===== config.mk =====
export PLATFORM = sky130hd
export DESIGN_NAME = core_irq_timer
export DESIGN_NICKNAME = d
export VERILOG_FILES = /design/src/rtl/cit_pkg.sv /design/src/rtl/cit_prescaler.sv /design/src/rtl/cit_counter.sv /design/src/rtl/cit_regfile.sv /design/src/rtl/core_irq_timer.sv
export SDC_FILE = /design/constraint.sdc
export NUM_CORES = 1
export LEC_CHECK = 0
export ABC_AREA = 0
export BUFFER_PORTS_ARGS = -buffer_cell sky130_fd_sc_hd__buf_2
export CAP_MARGIN = 5
export CORE_ASPECT_RATIO = 0.5
export CORE_MARGIN = 4
export CORE_UTILIZATION = 40
export CTS_BUF_LIST = sky130_fd_sc_hd__clkbuf_2
export DETAILED_ROUTE_END_ITERATION = 8
export HOLD_SLACK_MARGIN = 0.06
export PLACE_DENSITY = 0.6
export SETUP_SLACK_MARGIN = 0.02
export SYNTH_ARGS = -nofsm -noshare
export SYNTH_HDL_FRONTEND = slang
export SYNTH_SLANG_ARGS = --single-unit

===== constraint.sdc =====
create_clock -name clk -period 3.36 [get_ports clk]
set_clock_uncertainty 0.2 [all_clocks]
set_input_delay 0.168 -clock clk [delete_from_list [all_inputs] [get_ports clk]]
set_output_delay 0.168 -clock clk [all_outputs]
set_load 0.05 [all_outputs]

===== src/rtl/cit_pkg.sv =====
package cit_pkg;
    localparam int VEC_W  = 8;
    localparam int PRE_W  = 7;
    localparam int ADDR_W = 2;

    localparam logic [ADDR_W-1:0] A_ENTRY = 2'd0;
    localparam logic [ADDR_W-1:0] A_INIT  = 2'd1;
    localparam logic [ADDR_W-1:0] A_CUR   = 2'd2;
    localparam logic [ADDR_W-1:0] A_DIV   = 2'd3;

    localparam int BIT_MASK     = 16;
    localparam int BIT_PERIODIC = 17;

    typedef struct packed {
        logic             periodic;
        logic             masked;
        logic [VEC_W-1:0] vector;
    } entry_t;

    // code {b3,b1,b0}: 111 -> divide by 1, otherwise divide by 2^(code+1)
    function automatic logic [PRE_W-1:0] div_mask(input logic [2:0] code);
        logic [PRE_W-1:0] m;
        if (code == 3'b111) m = '0;
        else                m = PRE_W'((2 << code) - 1);
        return m;
    endfunction
endpackage


===== src/rtl/cit_prescaler.sv =====
module cit_prescaler
    import cit_pkg::*;
(
    input  logic       clk,
    input  logic       rst,
    input  logic       clr,
    input  logic       bus_tick,
    input  logic [2:0] div_code,
    output logic       tick
);
    logic [PRE_W-1:0] phase_q;
    logic [PRE_W-1:0] msk;

    assign msk  = div_mask(div_code);
    assign tick = bus_tick && !clr && ((phase_q & msk) == msk);

    always_ff @(posedge clk) begin
        if (rst || clr)    phase_q <= '0;
        else if (bus_tick) phase_q <= phase_q + 1'b1;
    end

    // without a bus tick the prescaler never emits
    a_r3_no_bus_no_tick: assert property (@(posedge clk) disable iff (rst)
        !bus_tick |-> !tick);
    // divide by one passes every bus tick
    a_r7_div1_passes: assert property (@(posedge clk) disable iff (rst)
        (div_code == 3'b111 && bus_tick && !clr) |-> tick);
endmodule


===== src/rtl/cit_counter.sv =====
module cit_counter #(
    parameter int CNT_W = 32
) (
    input  logic             clk,
    input  logic             rst,
    input  logic             load,
    input  logic [CNT_W-1:0] load_val,
    input  logic             tick,
    input  logic             periodic,
    input  logic [CNT_W-1:0] init_cnt,
    output logic [CNT_W-1:0] cur_cnt,
    output logic             expire
);
    localparam logic [CNT_W-1:0] ONE = CNT_W'(1);

    assign expire = tick && !load && (cur_cnt == ONE);

    always_ff @(posedge clk) begin
        if (rst)
            cur_cnt <= '0;
        else if (load)
            cur_cnt <= load_val;
        else if (tick && cur_cnt != '0) begin
            if (cur_cnt == ONE) cur_cnt <= periodic ? init_cnt : '0;
            else                cur_cnt <= cur_cnt - ONE;
        end
    end

    a_r3_step_one: assert property (@(posedge clk) disable iff (rst)
        (tick && !load && cur_cnt > ONE) |=> cur_cnt == $past(cur_cnt) - ONE);
    a_r3_hold_idle: assert property (@(posedge clk) disable iff (rst)
        (!tick && !load) |=> $stable(cur_cnt));
    a_r4_oneshot_rest: assert property (@(posedge clk) disable iff (rst)
        (!periodic && !load && cur_cnt == '0) |=> cur_cnt == '0);
    a_r5_reload: assert property (@(posedge clk) disable iff (rst)
        (expire && periodic) |=> cur_cnt == $past(init_cnt));
    a_r2_zero_idle: assert property (@(posedge clk) disable iff (rst)
        (init_cnt == '0 && !load) |=> $stable(cur_cnt));
endmodule


===== src/rtl/cit_regfile.sv =====
module cit_regfile
    import cit_pkg::*;
#(
    parameter int CNT_W = 32
) (
    input  logic              clk,
    input  logic              rst,
    input  logic              wr_en,
    input  logic [ADDR_W-1:0] wr_addr,
    input  logic [CNT_W-1:0]  wr_data,
    input  logic [ADDR_W-1:0] rd_addr,
    input  logic [CNT_W-1:0]  cur_cnt,
    output logic [CNT_W-1:0]  rd_data,
    output entry_t            entry,
    output logic [CNT_W-1:0]  init_cnt,
    output logic [2:0]        div_code,
    output logic              load,
    output logic              div_wr
);
    assign load   = wr_en && wr_addr == A_INIT;
    assign div_wr = wr_en && wr_addr == A_DIV;

    always_ff @(posedge clk) begin
        if (rst) begin
            entry    <= '{periodic: 1'b0, masked: 1'b1, vector: '0};
            init_cnt <= '0;
            div_code <= '0;
        end else if (wr_en) begin
            case (wr_addr)
                A_ENTRY: begin
                    entry.vector   <= wr_data[VEC_W-1:0];
                    entry.masked   <= wr_data[BIT_MASK];
                    entry.periodic <= wr_data[BIT_PERIODIC];
                end
                A_INIT:  init_cnt <= wr_data;
                A_DIV:   div_code <= {wr_data[3], wr_data[1:0]};
                default: ;
            endcase
        end
    end

    always_comb begin
        rd_data = '0;
        case (rd_addr)
            A_ENTRY: begin
                rd_data[VEC_W-1:0]   = entry.vector;
                rd_data[BIT_MASK]     = entry.masked;
                rd_data[BIT_PERIODIC] = entry.periodic;
            end
            A_INIT:  rd_data = init_cnt;
            A_CUR:   rd_data = cur_cnt;
            default: begin
                rd_data[3]   = div_code[2];
                rd_data[1:0] = div_code[1:0];
            end
        endcase
    end
endmodule


===== src/rtl/core_irq_timer.sv =====
module core_irq_timer
    import cit_pkg::*;
#(
    parameter int CNT_W = 32
) (
    input  logic              clk,
    input  logic              rst,
    input  logic              bus_tick,
    input  logic              wr_en,
    input  logic [ADDR_W-1:0] wr_addr,
    input  logic [CNT_W-1:0]  wr_data,
    input  logic [ADDR_W-1:0] rd_addr,
    output logic [CNT_W-1:0]  rd_data,
    output logic              irq_valid,
    output logic [VEC_W-1:0]  irq_vector
);
    entry_t           entry;
    logic [CNT_W-1:0] init_cnt;
    logic [CNT_W-1:0] cur_cnt;
    logic [2:0]       div_code;
    logic             load;
    logic             div_wr;
    logic             tick;
    logic             expire;

    cit_regfile #(.CNT_W(CNT_W)) u_regs (
        .clk(clk), .rst(rst), .wr_en(wr_en), .wr_addr(wr_addr),
        .wr_data(wr_data), .rd_addr(rd_addr), .cur_cnt(cur_cnt),
        .rd_data(rd_data), .entry(entry), .init_cnt(init_cnt),
        .div_code(div_code), .load(load), .div_wr(div_wr)
    );

    cit_prescaler u_pre (
        .clk(clk), .rst(rst), .clr(load || div_wr), .bus_tick(bus_tick),
        .div_code(div_code), .tick(tick)
    );

    cit_counter #(.CNT_W(CNT_W)) u_cnt (
        .clk(clk), .rst(rst), .load(load), .load_val(wr_data),
        .tick(tick), .periodic(entry.periodic), .init_cnt(init_cnt),
        .cur_cnt(cur_cnt), .expire(expire)
    );

    always_ff @(posedge clk) begin
        if (rst) begin
            irq_valid  <= 1'b0;
            irq_vector <= '0;
        end else begin
            irq_valid  <= expire && !entry.masked;
            irq_vector <= entry.vector;
        end
    end

    a_r6_masked_quiet: assert property (@(posedge clk) disable iff (rst)
        (expire && entry.masked) |=> !irq_valid);
    a_r6_fire_vector: assert property (@(posedge clk) disable iff (rst)
        (expire && !entry.masked) |=> (irq_valid && irq_vector == $past(entry.vector)));
    a_r6_single_pulse: assert property (@(posedge clk) disable iff (rst)
        irq_valid |=> !irq_valid);
endmodule


==> impl_metrics.tcl, run 1 <==
set metrics [dict create \
    postSynthCellCount 668 \
    route.detailed.drc 0 \
    final_common_cell "nand2_1" \
    criticalPathCategory "reg2reg" \
    fin_crit_ps 3180 \
    worstPathArrival_ps 3430 \
    gr-total-overflow 0 \
    cts-root-buf "clkbuf_2" \
    grtUsageMet2 0.358 \
    synth_edf_count 0 \
    initial_core_util 0.422 \
    drive_above_1_share 0.166 \
    wl_per_cell_microns 17.3 \
    cts_buffers 9 \
    peakVddDrop_v 0.000143 \
    synth-async-reset-ratio 0 \
    crit_path_end_kind "flop" \
    n_fill_cell 1214 \
    hold_end "u_regs.entry[2]$_SDFFE_PP0P_" \
    dieArea_sq_mm 0.0149 \
    cts.sinks 93 \
    die_w_microns 168 \
    cts_tree "done" \
    ant_nets 0 \
    stdcell_area_sq_mm 0.00656 \
    r2r_setup_slack_ps 180 \
    status "complete, no violations" \
    drv_slew 0 \
    path_cells "or4_1 -> or4_4 -> or4_4 -> nand2_1 -> buf_4 -> nor2_1 -> o21ai_1 -> a21oi_1" \
    grt_setup_unrepaired "false" \
    cellLeakagePower_nw 2.49 \
    antenna_found_initial 0 \
    setup_viol 0 \
    grt_max_degree 45 \
    p_per_area_mw_per_mm2 399 \
    worstReg2RegStart "u_cnt.cur_cnt[16]$_SDFFE_PP0P_" \
    hpwlAfterDp_mm 11.1 \
    slew_headroom 0.325 \
    io_buffers 80 \
    grt_pass1_vias 5276 \
    min_from "wr_data[2]" \
    syn_to_final_growth_pct 27.3 \
    mostFrequentLayoutCells "110 x nand2_1, 93 x dfxtp_1, 83 x a21oi_1" \
    via_per_inst 5.66 \
    nNetsFinal 856 \
    core-area_sq_mm 0.0122 \
    grt_usage 0.229 \
    worst-path-max-fanout 7 \
    placed_area_sq_mm 0.00576 \
    synth.avg_cell_area_sq_um 7.71 \
    drt_iter0_markers 562 \
    synth_area_sq_mm 0.00515 \
    cap_viol_max_count 0 \
    slowest_delay_ps 600 \
    yosys_warnings 0 \
    grt_pass1_wl_mm 27.4 \
    io_pins 81 \
    routed_wl_mm 17.0 \
    post_cts_buffers 0 \
    ys_seq_area_frac 0.362 \
    synth_flop_cell "dfxtp_1" \
    setup_tns_ps 0 \
    place.gp.congestion 0.921 \
    worstHoldPathCells 4 \
    die_height_microns 88.2 \
    synth-seq-cells 93 \
    cp-start-kind "flop" \
    clkTransAtPathRegs_ps 240 \
    path_common_cell "or4_4" \
    htree_levels 3 \
    tightest_slew_ps 1010 \
    gr-max-usage-layer "met2" \
    first_pass_iters 6 \
    min_path_type "in2reg" \
    cp_slowest_cell "or4_4" \
    r2r_end "u_cnt.cur_cnt[15]$_SDFFE_PP0P_" \
    rows 28 \
    crit_required_ps 3600 \
    clk-insertion-delay-late_ps 580 \
    num_vias 5532 \
    period_share 0.948 \
    hold_viol_final 0 \
    use_met3 0.0553 \
    grt_use_met1 0.324 \
    synth_cell_types 58 \
    reg2reg_depth 8 \
    clk_path_buf_depth 2 \
    fmax_ghz 0.314 \
    syn_nets 717 \
]
[power breakdown]
group	switching [W]	internal, W	leakage (nW)
Sequential	0.0000660	0.00116	0.755
Clock	0.000392	0.0000967	0.0530
Combinational	0.000536	0.000365	1.68
[synthesized netlist by cell type (all sizes together), types with 12 or more instances]
| cell type | n | area [sq um] |
|---|---|---|
| nand2 | 110 | 413 |
| clkbuf | 37 | 139 |
| o21ai | 33 | 165 |
| nor2b | 32 | 200 |
| o211ai | 12 | 90.1 |
| mux2i | 20 | 200 |
| a22oi | 25 | 188 |
| a21oi | 83 | 415 |
| nand3 | 16 | 80.1 |
| inv | 15 | 56.3 |
| nor2 | 56 | 210 |
| dfxtp | 93 | 1860 |
[metal layers]
layer,vias up,share of wire
met1,2599,0.48
met4,0,0.012
met2,214,0.43
met3,20,0.080
met5,-,0
li1,2699,-
[state kept, by name (all words and copies together) (netlist names)]
signal           count
u_pre.phase_q        7
u_regs.init_cnt     32
u_regs.entry        10
irq_vector           8
u_cnt.cur_cnt       32
irq_valid            1
u_regs.div_code      3
[area by class of cell]
| class | instances | area [sq um] | share of cell area |
|---|---|---|---|
| clock buffers | 11 | 55.1 | 0.00840 |
| well taps | 165 | 206 | 0.0315 |
| flip-flops and latches | 93 | 1860 | 0.284 |
| diodes | 1 | 2.50 | 0.000382 |
| multi-input cells | 512 | 3040 | 0.463 |
| repair buffers | 176 | 1310 | 0.200 |
| inverters | 15 | 56.3 | 0.00859 |
| clock inverters | 5 | 27.5 | 0.00420 |
[through the flow]
step	setup WS, ps	hold slack, ps	std cells	utilization	total power, W
2_1_floorplan	258	85.9	668	-	0.00185
3_3_place_gp	281	194	891	0.473	0.00207
3_5_place_dp	189	197	891	0.473	0.00208
4_1_cts	163	147	977	0.537	0.00262
5_1_grt	51.5	161	977	0.538	0.00277
6_report	175	179	978	0.538	0.00262
[critical path, delay by kind of cell, from the launching register on]
family | cells | cell delay, ps
simple gates | 5 | 2050
flops | 1 | 410
buf+inv | 1 | 210
compound gates | 2 | 190
[kinds of logic after synthesis]
family	share of synthesized area
simple gates	0.259
compound gates	0.257
flops	0.362
buf+inv	0.0525
mux	0.0389
fa+ha+maj	0.0219
xor+xnor	0.0102
[worst max-delay path by stage]
stage / from / end / slack, ps / depth (start not counted)
after floorplan: u_cnt.cur_cnt[14]$_SDFFE_PP0P_ / u_cnt.cur_cnt[25]$_SDFFE_PP0P_ / 260 / 11
after global placement: u_cnt.cur_cnt[16]$_SDFFE_PP0P_ / u_cnt.cur_cnt[18]$_SDFFE_PP0P_ / 280 / 8
after detailed placement: u_cnt.cur_cnt[16]$_SDFFE_PP0P_ / u_cnt.cur_cnt[18]$_SDFFE_PP0P_ / 190 / 8
after CTS: u_cnt.cur_cnt[18]$_SDFFE_PP0P_ / u_cnt.cur_cnt[15]$_SDFFE_PP0P_ / 160 / 8
after global routing: u_cnt.cur_cnt[18]$_SDFFE_PP0P_ / u_cnt.cur_cnt[19]$_SDFFE_PP0P_ / 50 / 8
final: u_cnt.cur_cnt[16]$_SDFFE_PP0P_ / u_cnt.cur_cnt[15]$_SDFFE_PP0P_ / 180 / 8
[timing repair]
item,in CTS,in global routing
resized for setup,0,2
setup endpoints to repair,0,6
hold endpoints to repair,88,0
hold buffers,70,0
No activity file was read; power rests on OpenSTA's default activity.
==> run 2, diff against run 1 <==
--- a/config.mk
+++ b/config.mk
@@ -14,7 +14,7 @@
 export CTS_BUF_LIST = sky130_fd_sc_hd__clkbuf_2
 export DETAILED_ROUTE_END_ITERATION = 8
 export HOLD_SLACK_MARGIN = 0.06
-export PLACE_DENSITY = 0.6
+export PLACE_DENSITY_LB_ADDON = 0.3
 export SETUP_SLACK_MARGIN = 0.02
 export SYNTH_ARGS = -nofsm -noshare
 export SYNTH_HDL_FRONTEND = slang
==> run 2 against run 1 <==
  * Via count grew 0.83%
  * Flip-flop and latch count did not move
  * Worst setup slack better by 41 ps
  * Cell area up 0.25%
  * Critical path type unchanged
  * Critical path depth unchanged
  * Worst hold slack lost 2.4 ps
  * Register-to-register slack improved by 40 ps
  * Clock power increased by 11%
  * Utilization is 0.13 points higher
  * Combinational power shrank 0.4%
==> impl_metrics.tcl, run 2 (synthesized netlist as in run 1, its figures left out) <==
set metrics [dict create \
    syn_to_final_growth_pct 27.6 \
    via_per_inst 5.72 \
    period_share 0.936 \
    cp-start-kind "flop" \
    crit_required_ps 3630 \
    fin_crit_ps 3140 \
    dieArea_sq_mm 0.0149 \
    nNetsFinal 855 \
    num_antenna_cells 0 \
    grt_pass1_wl_mm 27.1 \
    p_per_area_mw_per_mm2 406 \
    worst_hold_slack_ps 176 \
    grt_max_degree 45 \
    gr-total-overflow 0 \
    cts-root-buf "clkbuf_2" \
    worst-path-max-fanout 6 \
    rows 28 \
    first_pass_iters 7 \
    grt_setup_unrepaired "false" \
    setup_viol 0 \
    placed_cells 890 \
    grt_use_met1 0.304 \
    clk_path_buf_depth 2 \
    mostFrequentLayoutCells "109 x nand2_1, 93 x dfxtp_1, 83 x a21oi_1" \
    use_met3 0.0455 \
    hpwlAfterDp_mm 10.9 \
    criticalPathCategory "reg2reg" \
    core-area_sq_mm 0.0122 \
    route.detailed.drc 0 \
    power_w 0.00267 \
    antenna_found_initial 0 \
    worstPathArrival_ps 3410 \
    peakVddDrop_v 0.000151 \
    hold_viol_final 0 \
    drv_slew 0 \
    htree_levels 3 \
    grt_pass1_vias 5339 \
    setup_tns_ps 0 \
    io_pins 81 \
    num_vias 5578 \
    clkTransAtPathRegs_ps 320 \
    cellLeakagePower_nw 2.52 \
    crit_path_end_kind "flop" \
    cap_viol_max_count 0 \
    top_regs "u_cnt.cur_cnt x32, u_regs.init_cnt x32, u_regs.entry x10" \
    final_common_cell "nand2_1" \
    grtUsageMet2 0.364 \
    routed_wl_mm 16.5 \
    gr-max-usage-layer "met2" \
    min_path_type "in2reg" \
    cp-startpoint "u_cnt.cur_cnt[16]$_SDFFE_PP0P_" \
    die_w_microns 168 \
    grt_usage 0.222 \
    slew_headroom 0.377 \
    initial_core_util 0.422 \
    post-place-ws_ps 164 \
    cts_tree "done" \
    drive_above_1_share 0.166 \
    post_cts_buffers 0 \
    worstReg2RegStart "u_cnt.cur_cnt[16]$_SDFFE_PP0P_" \
    tightest_slew_ps 931 \
    cts.sinks 93 \
    io_buffers 80 \
    status "complete, no violations" \
    n_fill_cell 1171 \
    ant_nets 0 \
    worst_slack_ps 216 \
    place.gp.congestion 0.946 \
    drt_iter0_markers 565 \
    layout.cells.non_filler 976 \
    cts_buffers 9 \
    min_from "wr_data[0]" \
    fmax_ghz 0.318 \
    die_height_microns 88.2 \
    clk-insertion-delay-late_ps 610 \
    wl_per_cell_microns 16.9 \
]
## run 2: through the flow
stage          instance area, sq um  utilization
5_1_grt                        6570        0.539
4_1_cts                        6570        0.539
3_5_place_dp                   5770        0.473
2_1_floorplan                  5150            -
6_report                       6570        0.539
3_3_place_gp                   5770        0.473
## run 2: worst paths after layout
kind              depth (start not counted)                          endpoint  slack (ps)
setup / recovery                          8    u_cnt.cur_cnt[18]$_SDFFE_PP0P_         220
hold / removal                            4   u_regs.div_code[0]$_SDFFE_PP0P_         180
setup reg to reg                          8    u_cnt.cur_cnt[18]$_SDFFE_PP0P_         220
hold reg to reg                           2  u_regs.init_cnt[26]$_SDFFE_PP0P_         300
## run 2: area by class of cell
| cell class | instances | area [sq um] | share of cell area |
|---|---|---|---|
| Clock inverter | 7 | 57.6 | 0.00876 |
| Sequential cell | 93 | 1860 | 0.283 |
| Timing Repair Buffer | 175 | 1310 | 0.200 |
| Clock buffer | 9 | 45.0 | 0.00685 |
| Tap cell | 165 | 206 | 0.0314 |
| Inverter | 15 | 56.3 | 0.00856 |
| Multi-Input combinational cell | 512 | 3030 | 0.461 |
## run 2: power by group
part	internal, W	switching [W]	total, W
sequential	0.00116	0.0000649	0.00123
clock	0.000110	0.000434	0.000544
combinational	0.000366	0.000532	0.000898
## run 2: layer usage
| layer | wire length (microns) | vias to the layer above |
|---|---|---|
| met3 | 1210 | 23 |
| met1 | 7730 | 2621 |
| met5 | 0 | - |
| met2 | 7380 | 239 |
| met4 | 213 | 0 |
| li1 | - | 2695 |
## run 2: timing repair
item	4_1_cts	5_1_grt
hold buffers	70	0
endpoints found under the hold margin	88	0
setup endpoints to repair	0	2
gates resized for setup	0	1
## run 2: worst max-delay path, cell delays in order, from the launching register on
cell and delay, ps:
dfxtp_1 420, or4_1 580, or4_4 570, or4_4 610, nand2_2 200, buf_4 180, nor3_1 50, o21ai_1 140
a21oi_1 70
